`config.mk`:
```
export PLATFORM = sky130hd
export DESIGN_NAME = vsd_std_detect
export DESIGN_NICKNAME = d
export VERILOG_FILES = /design/src/rtl/vsd_pkg.sv /design/src/rtl/vsd_line_meas.sv /design/src/rtl/vsd_frame_meas.sv /design/src/rtl/vsd_classify.sv /design/src/rtl/vsd_std_detect.sv
export SDC_FILE = /design/constraint.sdc
export NUM_CORES = 1
export LEC_CHECK = 0
export BUFFER_PORTS_ARGS = -buffer_cell sky130_fd_sc_hd__buf_2
export CAP_MARGIN = 40
export CORE_UTILIZATION = 55
export CTS_BUF_LIST = sky130_fd_sc_hd__clkbuf_16
export DETAILED_ROUTE_END_ITERATION = 6
export PLACE_DENSITY = 0.76
export SETUP_SLACK_MARGIN = 0.2
export SYNTH_ARGS = -nofsm -noshare
export SYNTH_HDL_FRONTEND = slang
export SYNTH_HIERARCHICAL = 1
export SYNTH_SLANG_ARGS = --single-unit
```
`constraint.sdc`:
```
create_clock -name clk -period 2.22 [get_ports clk]
set_input_delay 0.333 -clock clk [delete_from_list [all_inputs] [get_ports clk]]
set_output_delay 0.333 -clock clk [all_outputs]
set_load 0.02 [all_outputs]
```
`src/rtl/vsd_pkg.sv`:
```
package vsd_pkg;

  typedef enum logic [3:0] {
    STD_P720     = 4'b0000,
    STD_P1080_30 = 4'b0010,
    STD_P1080_25 = 4'b0100,
    STD_P1080_24 = 4'b0110,
    STD_P_UNK    = 4'b0111,
    STD_I1080_30 = 4'b1000,
    STD_I1080_25 = 4'b1010,
    STD_I1250    = 4'b1100,
    STD_I1035    = 4'b1110,
    STD_I_UNK    = 4'b1111
  } std_code_e;

endpackage

```
`src/rtl/vsd_line_meas.sv`:
```
module vsd_line_meas #(
  parameter int WORD_W = 12
) (
  input  logic              clk,
  input  logic              rst_n,
  input  logic              eav_stb,
  input  logic              sav_stb,
  output logic [WORD_W-1:0] line_len,
  output logic              line_ok
);

  localparam logic [WORD_W-1:0] WMAX = {WORD_W{1'b1}};

  logic [WORD_W-1:0] wcnt;
  logic [1:0]        sav_cnt;
  logic              have_eav;

  function automatic logic [WORD_W-1:0] sat_inc(input logic [WORD_W-1:0] x);
    return (x == WMAX) ? WMAX : x + 1'b1;
  endfunction

  always_ff @(posedge clk) begin
    if (!rst_n) begin
      wcnt     <= '0;
      sav_cnt  <= '0;
      have_eav <= 1'b0;
    end else if (eav_stb) begin
      wcnt     <= '0;
      sav_cnt  <= '0;
      have_eav <= 1'b1;
    end else begin
      wcnt <= sat_inc(wcnt);
      if (sav_stb && sav_cnt != 2'd2) sav_cnt <= sav_cnt + 2'd1;
    end
  end

  // Length of the line closed by an end-of-active strobe in this cycle.
  assign line_len = sat_inc(wcnt);
  assign line_ok  = have_eav && (sav_cnt == 2'd1);

  AST_WCNT_SATURATES: assert property (@(posedge clk) disable iff (!rst_n)
    (!eav_stb && wcnt == WMAX) |=> (wcnt == WMAX)) else $error("word counter wrapped");

endmodule

```
`src/rtl/vsd_frame_meas.sv`:
```
module vsd_frame_meas #(
  parameter int WORD_W = 12,
  parameter int LINE_W = 11
) (
  input  logic              clk,
  input  logic              rst_n,
  input  logic              eav_stb,
  input  logic              frame_stb,
  input  logic              f_bit,
  input  logic              v_bit,
  input  logic [WORD_W-1:0] line_len,
  input  logic              line_ok,
  output logic              frame_done,
  output logic [WORD_W-1:0] m_words,
  output logic [LINE_W-1:0] m_lines,
  output logic [LINE_W-1:0] m_active,
  output logic              m_ilace,
  output logic              m_regular
);

  localparam logic [LINE_W-1:0] LMAX = {LINE_W{1'b1}};

  logic              in_frame;
  logic [LINE_W-1:0] line_cnt;
  logic [LINE_W-1:0] act_cnt;
  logic              f_seen;
  logic [WORD_W-1:0] ref_len;
  logic              have_ref;
  logic              irreg;

  logic              len_mismatch;
  logic              close_bad;
  logic              frame_eav;

  function automatic logic [LINE_W-1:0] lsat_inc(input logic [LINE_W-1:0] x);
    return (x == LMAX) ? LMAX : x + 1'b1;
  endfunction

  assign len_mismatch = have_ref && (line_len != ref_len);
  assign close_bad    = !line_ok || len_mismatch;
  assign frame_eav    = eav_stb && frame_stb;

  always_ff @(posedge clk) begin
    if (!rst_n) begin
      in_frame   <= 1'b0;
      line_cnt   <= '0;
      act_cnt    <= '0;
      f_seen     <= 1'b0;
      ref_len    <= '0;
      have_ref   <= 1'b0;
      irreg      <= 1'b0;
      frame_done <= 1'b0;
      m_words    <= '0;
      m_lines    <= '0;
      m_active   <= '0;
      m_ilace    <= 1'b0;
      m_regular  <= 1'b0;
    end else begin
      frame_done <= 1'b0;
      if (frame_eav) begin
        if (in_frame) begin
          frame_done <= 1'b1;
          m_words    <= have_ref ? ref_len : line_len;
          m_lines    <= line_cnt;
          m_active   <= act_cnt;
          m_ilace    <= f_seen;
          m_regular  <= !(irreg || close_bad);
        end
        in_frame <= 1'b1;
        line_cnt <= {{(LINE_W-1){1'b0}}, 1'b1};
        act_cnt  <= {{(LINE_W-1){1'b0}}, !v_bit};
        f_seen   <= f_bit;
        have_ref <= 1'b0;
        irreg    <= 1'b0;
      end else if (eav_stb && in_frame) begin
        if (!have_ref) begin
          ref_len  <= line_len;
          have_ref <= 1'b1;
        end
        irreg    <= irreg || close_bad;
        line_cnt <= lsat_inc(line_cnt);
        if (!v_bit) act_cnt <= lsat_inc(act_cnt);
        f_seen   <= f_seen || f_bit;
      end
    end
  end

  AST_NO_OVERFLOW: assert property (@(posedge clk) disable iff (!rst_n)
    (eav_stb && !frame_stb && in_frame) |=> (line_cnt >= $past(line_cnt))) else $error("line counter wrapped");
  AST_DONE_ON_FRAME_EAV: assert property (@(posedge clk) disable iff (!rst_n)
    frame_done |-> $past(eav_stb && frame_stb)) else $error("frame closed without marked strobe");

endmodule

```
`src/rtl/vsd_classify.sv`:
```
module vsd_classify
  import vsd_pkg::*;
#(
  parameter int WORD_W     = 12,
  parameter int LINE_W     = 11,
  parameter int W_720      = 1650,
  parameter int W_1080_30  = 2200,
  parameter int W_1080_25  = 2640,
  parameter int W_1080_24  = 2750,
  parameter int W_1250     = 2376,
  parameter int L_720      = 750,
  parameter int L_1125     = 1125,
  parameter int L_1250     = 1250,
  parameter int A_720      = 720,
  parameter int A_1035     = 1035,
  parameter int A_1080     = 1080
) (
  input  logic              clk,
  input  logic              rst_n,
  input  logic              frame_done,
  input  logic [WORD_W-1:0] m_words,
  input  logic [LINE_W-1:0] m_lines,
  input  logic [LINE_W-1:0] m_active,
  input  logic              m_ilace,
  input  logic              m_regular,
  output logic [3:0]        std_code,
  output logic              std_valid
);

  localparam logic [WORD_W-1:0] KW_720 = WORD_W'(W_720);
  localparam logic [WORD_W-1:0] KW_30  = WORD_W'(W_1080_30);
  localparam logic [WORD_W-1:0] KW_25  = WORD_W'(W_1080_25);
  localparam logic [WORD_W-1:0] KW_24  = WORD_W'(W_1080_24);
  localparam logic [WORD_W-1:0] KW_50  = WORD_W'(W_1250);
  localparam logic [LINE_W-1:0] KL_720 = LINE_W'(L_720);
  localparam logic [LINE_W-1:0] KL_112 = LINE_W'(L_1125);
  localparam logic [LINE_W-1:0] KL_125 = LINE_W'(L_1250);
  localparam logic [LINE_W-1:0] KA_720 = LINE_W'(A_720);
  localparam logic [LINE_W-1:0] KA_103 = LINE_W'(A_1035);
  localparam logic [LINE_W-1:0] KA_108 = LINE_W'(A_1080);

  function automatic std_code_e classify(
    input logic [WORD_W-1:0] w,
    input logic [LINE_W-1:0] l,
    input logic [LINE_W-1:0] a,
    input logic              il
  );
    std_code_e c;
    logic hd1080;
    hd1080 = (l == KL_112) && (a == KA_108);
    if (!il) begin
      c = STD_P_UNK;
      if (w == KW_720 && l == KL_720 && a == KA_720) c = STD_P720;
      else if (hd1080 && w == KW_30)                  c = STD_P1080_30;
      else if (hd1080 && w == KW_25)                  c = STD_P1080_25;
      else if (hd1080 && w == KW_24)                  c = STD_P1080_24;
    end else begin
      c = STD_I_UNK;
      if (hd1080 && w == KW_30)                                  c = STD_I1080_30;
      else if (hd1080 && w == KW_25)                             c = STD_I1080_25;
      else if (w == KW_50 && l == KL_125 && a == KA_108)         c = STD_I1250;
      else if (w == KW_30 && l == KL_112 && a == KA_103)         c = STD_I1035;
    end
    return c;
  endfunction

  logic [WORD_W-1:0] p_words;
  logic [LINE_W-1:0] p_lines;
  logic [LINE_W-1:0] p_active;
  logic              p_ilace;
  logic              p_ok;
  std_code_e         code_q;

  logic same_meas;
  logic accept;

  assign same_meas = p_ok && (p_words == m_words) && (p_lines == m_lines) &&
                     (p_active == m_active) && (p_ilace == m_ilace);
  assign accept    = frame_done && m_regular && same_meas;

  always_ff @(posedge clk) begin
    if (!rst_n) begin
      p_words   <= '0;
      p_lines   <= '0;
      p_active  <= '0;
      p_ilace   <= 1'b0;
      p_ok      <= 1'b0;
      code_q    <= STD_P720;
      std_valid <= 1'b0;
    end else begin
      if (frame_done) begin
        p_words  <= m_words;
        p_lines  <= m_lines;
        p_active <= m_active;
        p_ilace  <= m_ilace;
        p_ok     <= m_regular;
      end
      if (accept) begin
        code_q    <= classify(m_words, m_lines, m_active, m_ilace);
        std_valid <= 1'b1;
      end
    end
  end

  assign std_code = code_q;

  AST_CODE_ONLY_AT_FRAME: assert property (@(posedge clk) disable iff (!rst_n)
    !frame_done |=> $stable(std_code)) else $error("code changed between frames");
  AST_VALID_STICKY: assert property (@(posedge clk) disable iff (!rst_n)
    std_valid |=> std_valid) else $error("valid dropped");
  AST_IRREG_HOLD: assert property (@(posedge clk) disable iff (!rst_n)
    (frame_done && !m_regular) |=> ($stable(std_code) && $stable(std_valid))) else $error("bad frame updated code");
  AST_BIT3_FIELD: assert property (@(posedge clk) disable iff (!rst_n)
    !$stable(std_code) |-> ($past(frame_done) && (std_code[3] == $past(m_ilace)))) else $error("scan bit mismatch");

endmodule

```
`src/rtl/vsd_std_detect.sv`:
```
module vsd_std_detect #(
  parameter int WORD_W    = 12,
  parameter int LINE_W    = 11,
  parameter int W_720     = 1650,
  parameter int W_1080_30 = 2200,
  parameter int W_1080_25 = 2640,
  parameter int W_1080_24 = 2750,
  parameter int W_1250    = 2376,
  parameter int L_720     = 750,
  parameter int L_1125    = 1125,
  parameter int L_1250    = 1250,
  parameter int A_720     = 720,
  parameter int A_1035    = 1035,
  parameter int A_1080    = 1080
) (
  input  logic       clk,
  input  logic       rst_n,
  input  logic       eav_stb,
  input  logic       sav_stb,
  input  logic       frame_stb,
  input  logic       f_bit,
  input  logic       v_bit,
  output logic [3:0] std_code,
  output logic       std_valid
);

  logic [WORD_W-1:0] line_len;
  logic              line_ok;
  logic              frame_done;
  logic [WORD_W-1:0] m_words;
  logic [LINE_W-1:0] m_lines;
  logic [LINE_W-1:0] m_active;
  logic              m_ilace;
  logic              m_regular;

  vsd_line_meas #(.WORD_W(WORD_W)) u_line (
    .clk      (clk),
    .rst_n    (rst_n),
    .eav_stb  (eav_stb),
    .sav_stb  (sav_stb),
    .line_len (line_len),
    .line_ok  (line_ok)
  );

  vsd_frame_meas #(.WORD_W(WORD_W), .LINE_W(LINE_W)) u_frame (
    .clk        (clk),
    .rst_n      (rst_n),
    .eav_stb    (eav_stb),
    .frame_stb  (frame_stb),
    .f_bit      (f_bit),
    .v_bit      (v_bit),
    .line_len   (line_len),
    .line_ok    (line_ok),
    .frame_done (frame_done),
    .m_words    (m_words),
    .m_lines    (m_lines),
    .m_active   (m_active),
    .m_ilace    (m_ilace),
    .m_regular  (m_regular)
  );

  vsd_classify #(
    .WORD_W(WORD_W), .LINE_W(LINE_W),
    .W_720(W_720), .W_1080_30(W_1080_30), .W_1080_25(W_1080_25),
    .W_1080_24(W_1080_24), .W_1250(W_1250),
    .L_720(L_720), .L_1125(L_1125), .L_1250(L_1250),
    .A_720(A_720), .A_1035(A_1035), .A_1080(A_1080)
  ) u_class (
    .clk        (clk),
    .rst_n      (rst_n),
    .frame_done (frame_done),
    .m_words    (m_words),
    .m_lines    (m_lines),
    .m_active   (m_active),
    .m_ilace    (m_ilace),
    .m_regular  (m_regular),
    .std_code   (std_code),
    .std_valid  (std_valid)
  );

endmodule

```
==> results of run 1 <==
-- metal layers --
metal | routed length, um | part of all wire (%) | vias to the layer above | track usage, %
met5 | 0 | 0 | - | 0
met1 | 6525 | 45 | 2399 | 32.51
met4 | 263 | 1.8 | 0 | 10.71
met3 | 797 | 5.5 | 29 | 7.113
met2 | 6989 | 48 | 166 | 41.50
li1 | - | - | 2480 | -
-- area by class of cell --
cell class | instances | area [sq um] | area share (%)
clock buffer | 17 | 425.4 | 5.787
clock inverter | 15 | 135.1 | 1.838
inverter | 9 | 33.78 | 0.4596
multi-input combinational | 514 | 3603 | 49.02
sequential | 131 | 2643 | 35.95
tap | 140 | 175.2 | 2.383
timing repair buffer | 44 | 335.3 | 4.562
-- flip-flops by register name, indices dropped and copies added, names as in the netlist, 2 cells and up --
name	flops
u_frame/m_lines	11
u_frame/act_cnt	11
u_frame/m_words	12
u_class/p_lines	11
u_frame/m_active	11
u_class/p_active	11
u_line/wcnt	12
u_class/p_words	12
u_frame/ref_len	12
u_frame/line_cnt	11
u_class/std_code	4
u_line/sav_cnt	2
-- power breakdown --
group          switching, W  internal [W]  leakage, nW
clock               0.00109       0.00154        0.263
combinational      0.000110     0.0000812         1.49
sequential        0.0000318       0.00237         1.06
total               0.00123       0.00399         2.82
-- how the worst max path moves through the flow --
stage              startpoint                 to  cells past startpoint
5_1_grt        u_line/wcnt[3]  u_frame/m_regular                      8
3_3_place_gp   u_line/wcnt[0]  u_frame/m_regular                      9
3_5_place_dp   u_line/wcnt[0]  u_frame/m_regular                      8
4_1_cts        u_line/wcnt[0]  u_frame/m_regular                      9
2_1_floorplan  u_line/wcnt[0]  u_frame/m_regular                      8
6_report       u_line/wcnt[3]  u_frame/m_regular                      8
-- metrics by stage --
step / hold slack (ps) / total power, W / instance area [sq um]
after floorplan: 432.1 / 0.002590 / 6280
after global placement: 445.2 / 0.002632 / 6487
after detailed placement: 453.6 / 0.002638 / 6487
after CTS: 162.0 / 0.005259 / 7157
after global routing: 218.1 / 0.005382 / 7351
final: 175.6 / 0.005221 / 7351
-- critical path, stage by stage, from the launching register on --
cell and delay, ps:
dfxtp_2 390, nand4_1 270, buf_4 230, o21ai_0 290, nand3_1 200, xor2_1 170
nor2_1 60, and4_1 180, o221a_2 220
-- cells in the final DEF (no fill, tap or decap), types with 13 or more instances in the layout --
master	synthesis	layout
nand3_1	19	15
mux2i_1	49	49
xnor2_1	16	15
a21oi_1	20	18
nor2b_1	41	41
clkbuf_16	0	17
buf_4	1	25
dfxtp_1	131	121
xor2_1	47	47
nand2_1	112	111
a21boi_0	35	35
nor2_1	20	19
a31oi_1	13	13
nand4_1	15	15
-- cell families (layout without fill, tap and decap cells) --
| family | count (synthesis) | in the layout | share of synthesized area, % |
|---|---|---|---|
| AO/OA/AOI/OAI | 117 | 117 | 13.42 |
| XOR/XNOR | 63 | 63 | 8.804 |
| adder cells (fa/ha/maj) | 5 | 5 | 0.9982 |
| buffers and inverters | 46 | 85 | 3.134 |
| flip-flops | 131 | 131 | 41.84 |
| multiplexers | 49 | 49 | 7.826 |
| AND/OR/NAND/NOR | 280 | 280 | 23.98 |
-- what timing repair did --
item / in CTS / in global routing
setup buffers: 7 / 8
resized for setup: 12 / 31
endpoints found under the setup margin: 6 / 10
cloned: 1 / 0
pin swaps: 3 / 10
==> results.sh, run 1 <==
export IMPL_grt_pass1_vias=4764
export IMPL_regToRegSetupSlack_ps=90
export IMPL_hold_end="u_frame/f_seen"
export IMPL_power_density_nw_per_um2=710.2
export IMPL_cts_tree="done"
export IMPL_ys_seq_area_share_pct=41.84
export IMPL_min_period_ps=2127
export IMPL_synth_nets=703
export IMPL_holdPathStages=3
export IMPL_worst_slack_ps=93.37
export IMPL_areaGrowthSynthToFinish_pct=17.29
export IMPL_p_leak_nw=2.819
export IMPL_die_y_um=108.7
export IMPL_start_util_pct=57.06
export IMPL_cts_sinks=131
export IMPL_synth_ff_type="dfxtp_1"
export IMPL_vdd_drop_max_v=0.0005980
export IMPL_gr_total_overflow=0
export IMPL_synth_most_common_cell="dfxtp_1"
export IMPL_synth_edf_count=0
export IMPL_slew_viol_final=0
export IMPL_syn_instance_count=691
export IMPL_placement_rows=38
export IMPL_avgRoutedWirePerCell_um=16.75
export IMPL_max_cap_violations=0
export IMPL_hold_start="f_bit"
export IMPL_fin_worst_skew_ps=8.026
export IMPL_coreArea_sq_um=10980
export IMPL_yosys_cell_types_count=60
export IMPL_grt_antenna_before_repair=0
export IMPL_die_area_sq_um=11830
export IMPL_rr_startpoint="u_line/wcnt[3]"
export IMPL_grt_pass1_wl_um=23380
export IMPL_status="completed"
export IMPL_cts_made_buffers=17
export IMPL_drive_gt1_share_pct=18.08
export IMPL_ff2ff_path_depth=8
export IMPL_hold_viol_final=0
export IMPL_dpl_hpwl_um=9406
export IMPL_worst_slew_pin_slew_ps=616.6
export IMPL_syn_area_sq_um=6267
export IMPL_cts_htree_levels=4
export IMPL_fin_cells=870
export IMPL_r2r_end="u_frame/m_regular"
export IMPL_holdCritPathClass="input port to flop"
export IMPL_place_ws_ps=30.83
export IMPL_maxSlewHeadroom_pct=58.89
export IMPL_max_clock_path_buffers=2
export IMPL_vias=5074
export IMPL_gp_congestion=0.8941
export IMPL_synth_async_reset_ratio_pct=0
export IMPL_syn_area_per_cell_sq_um=9.070
export IMPL_synth_top_area_share_pct=41.84
export IMPL_drt_initial_drc_count=272
export IMPL_fin_util_pct=66.93
export IMPL_port_buffers=11
export IMPL_antenna_left=0
export IMPL_setup_viol=0
export IMPL_placedCellCount=822
export IMPL_yosys_warnings=6
export IMPL_drt_wl_total_um=14580
export IMPL_synth_common_cells="131 x dfxtp_1, 112 x nand2_1, 49 x mux2i_1"
export IMPL_yosys_area_top_type="dfxtp_1"
export IMPL_cts_hold_buf=0
export IMPL_boundaryPins=12
export IMPL_fin_nets=729
export IMPL_rsz0062_at_grt="true"
export IMPL_track_usage_pct=25.80
export IMPL_drt_first_pass_iters=5
export IMPL_clk_insertion_delay_late_ps=430
export IMPL_cp_max_fo=6
export IMPL_crit_type="flop to flop"
export IMPL_ys_seq_elements=131
export IMPL_period_share_pct=95.79
export IMPL_yosys_top_cells_area="dfxtp_1 42%, mux2i_1 7.8%, nand2_1 6.7%"
export IMPL_worstSetupStartpointType="flop"
export IMPL_die_w_um=108.7
export IMPL_diodes=0
export IMPL_crit_required_ps=2530
export IMPL_max_freq_ghz=0.4702
export IMPL_grt_start_max_net_pins=42
export IMPL_tns_ps=0
export IMPL_drc=0
export IMPL_viasPerCell=5.832
export IMPL_end_kind="flop"
export IMPL_arrival_ps=2440
export IMPL_nFillCells=833
export IMPL_root_buffer="clkbuf_16"
export IMPL_cts_reportedPaths_clkPinSlew_ps=60
Note: power is estimated with default switching activity, not from simulation.
==> run 2: changes to the inputs <==
--- a/config.mk
+++ b/config.mk
@@ -11,6 +11,7 @@
 export CTS_BUF_LIST = sky130_fd_sc_hd__clkbuf_16
 export DETAILED_ROUTE_END_ITERATION = 6
 export PLACE_DENSITY = 0.76
+export RECOVER_POWER = 50
 export SETUP_SLACK_MARGIN = 0.2
 export SYNTH_ARGS = -nofsm -noshare
 export SYNTH_HDL_FRONTEND = slang
==> run 2 against run 1 <==
Compared with the run above: setup slack worse by 15 ps; hold slack lost 2.0 ps; clock skew grew 5.8 ps; critical path depth grew 2; clock power is essentially flat; fmax down 0.69%; utilization is 0.24 points lower; cell area decreased by 0.36%.
==> results.sh, run 2 (synthesized netlist as in run 1, its figures left out) <==
export IMPL_status="completed"
export IMPL_track_usage_pct=25.80
export IMPL_areaGrowthSynthToFinish_pct=16.87
export IMPL_max_clock_path_buffers=2
export IMPL_boundaryPins=12
export IMPL_setup_worst_path_start="u_line/wcnt[1]"
export IMPL_cts_sinks=131
export IMPL_setup_viol=0
export IMPL_p_seq_share_pct=46.0
export IMPL_cts_tree="done"
export IMPL_diodes=0
export IMPL_vias=5085
export IMPL_place_ws_ps=30.83
export IMPL_antenna_left=0
export IMPL_p_switching_w=0.001226
export IMPL_fin_worst_skew_ps=13.87
export IMPL_p_clk_share_pct=50.3
export IMPL_vdd_drop_max_v=0.0005984
export IMPL_drc=0
export IMPL_grt_start_max_net_pins=42
export IMPL_dpl_hpwl_um=9406
export IMPL_ff2ff_path_depth=10
export IMPL_fin_util_pct=66.69
export IMPL_holdCritPathClass="input port to flop"
export IMPL_gr_total_overflow=0
export IMPL_drive_gt1_share_pct=16.71
export IMPL_layout_commonest_cell="dfxtp_1"
export IMPL_viasPerCell=5.845
export IMPL_grt_pass1_vias=4764
export IMPL_grt_antenna_before_repair=0
export IMPL_gp_congestion=0.8941
export IMPL_port_buffers=11
export IMPL_drt_wl_total_um=14530
export IMPL_coreArea_sq_um=10980
export IMPL_tns_ps=0
export IMPL_crit_path_top_delay_cell="dfxtp_4"
export IMPL_switching_share_pct=23.49
export IMPL_grt_pass1_wl_um=23380
export IMPL_clk_insertion_delay_late_ps=430
export IMPL_max_freq_ghz=0.4670
export IMPL_maxSlewHeadroom_pct=18.87
export IMPL_avgRoutedWirePerCell_um=16.70
export IMPL_die_area_sq_um=11830
export IMPL_rsz0062_at_grt="true"
export IMPL_rr_startpoint="u_line/wcnt[1]"
export IMPL_start_util_pct=57.06
export IMPL_path_cells="ha_4 -> and3_1 -> nand4_1 -> buf_6 -> buf_6 -> nand3_4 -> xor2_1 -> nor4_1 -> and4_1 -> o221a_2"
export IMPL_r2r_end="u_frame/m_regular"
export IMPL_die_y_um=108.7
export IMPL_fin_nets=729
export IMPL_power_density_nw_per_um2=712.3
export IMPL_cp_slowest_stage_delay_ps=360
export IMPL_hold_start="f_bit"
export IMPL_worstSetupStartpointType="flop"
export IMPL_crit_family="simple AND/OR/NAND/NOR gates"
export IMPL_cts_made_buffers=17
export IMPL_regToRegSetupSlack_ps=80
export IMPL_holdPathStages=3
export IMPL_p_leak_nw=2.792
export IMPL_max_cap_violations=0
export IMPL_die_w_um=108.7
export IMPL_worst_slew_pin_slew_ps=1217
export IMPL_power_frac_comb_pct=3.7
export IMPL_drt_first_pass_iters=5
export IMPL_worst_slack_ps=78.69
export IMPL_root_buffer="clkbuf_16"
export IMPL_cts_reportedPaths_clkPinSlew_ps=60
export IMPL_crit_type="flop to flop"
export IMPL_placement_rows=38
export IMPL_worst_path_buf_inv=2
export IMPL_drt_initial_drc_count=301
export IMPL_cpMostUsedCell="buf_6"
export IMPL_hold_end="u_frame/f_seen"
export IMPL_crit_required_ps=2590
export IMPL_hold_ws_ps=173.6
export IMPL_end_kind="flop"
export IMPL_min_period_ps=2141
export IMPL_period_share_pct=96.46
export IMPL_hold_viol_final=0
export IMPL_cp_max_fo=7
export IMPL_slew_viol_final=0
export IMPL_p_int_w=0.003992
export IMPL_cts_htree_levels=4
export IMPL_mostFrequentLayoutCells="122 x dfxtp_1, 111 x nand2_1, 49 x mux2i_1, 47 x xor2_1, 41 x nor2b_1"
export IMPL_arrival_ps=2510
-- run 2: cell types whose count changed in the layout (fill, tap and decap cells not counted) --
cell and delta:
buf_2 -5, clkbuf_2 +2, and2_2 -1, buf_4 -2, and2_0 +1, dfxtp_1 +1, or4_1 +2, dfxtp_2 -1
and3_1 +1, and3_4 -1, clkbuf_1 +5, or4_4 -2
-- run 2: per-stage QoR --
step	area (sq um)	total power [W]	cells
6_report	7325	0.005217	870
5_1_grt	7325	0.005382	870
4_1_cts	7157	0.005259	862
3_5_place_dp	6487	0.002638	822
3_3_place_gp	6487	0.002632	822
2_1_floorplan	6280	0.002590	691
-- run 2: what timing repair did --
| item | CTS | global route |
|---|---|---|
| cloned | 1 | 0 |
| buffers inserted | 7 | 8 |
| setup endpoints to repair | 6 | 10 |
| pin swaps | 3 | 10 |
| gates resized for setup | 12 | 31 |
| hold buffers | 0 | 0 |
-- run 2: cell type report --
| cell class | count | area [sq um] |
|---|---|---|
| Tap cell | 140 | 175.2 |
| Sequential cell | 131 | 2641 |
| Clock buffer | 17 | 425.4 |
| Multi-Input combinational cell | 514 | 3590 |
| Inverter | 9 | 33.78 |
| Timing Repair Buffer | 44 | 324.1 |
| Clock inverter | 15 | 135.1 |
| Fill cell | 846 | 3659 |
-- run 2: how the worst max path moves through the flow --
| stage | to | cells past startpoint | slack, ps |
|---|---|---|---|
| after floorplan | u_frame/m_regular | 8 | 200 |
| after global placement | u_frame/m_regular | 9 | 70 |
| after detailed placement | u_frame/m_regular | 8 | 30 |
| after CTS | u_frame/m_regular | 9 | 160 |
| after global routing | u_frame/m_regular | 8 | 30 |
| final | u_frame/m_regular | 10 | 80 |
-- run 2: power by group through the flow --
stage                     registers [W]  logic, W  clock network [W]
after detailed placement        0.00245  0.000184                  0
final                           0.00240  0.000190            0.00262
after CTS                       0.00240  0.000185            0.00267
after global routing            0.00240  0.000209            0.00277
after global placement          0.00245  0.000180                  0
after floorplan                 0.00244  0.000149                  0
-- run 2: worst register-to-register path: cells and delay by family (launching register included) --
kind	cells	cell delay, ps
buffers and inverters	2	270
adder cells (fa/ha/maj)	1	180
XOR/XNOR	1	190
AO/OA/AOI/OAI	1	180
flip-flops	1	360
AND/OR/NAND/NOR	5	910
-- run 2: per-layer routing --
| layer | track usage [%] | wire length (um) | vias to the layer above | part of all wire [%] |
|---|---|---|---|---|
| met5 | 0 | 0 | - | 0 |
| met4 | 10.71 | 269 | 0 | 1.9 |
| met3 | 7.113 | 768 | 27 | 5.3 |
| met2 | 41.50 | 6990 | 159 | 48 |
| met1 | 32.51 | 6502 | 2411 | 45 |
| li1 | - | - | 2488 | - |
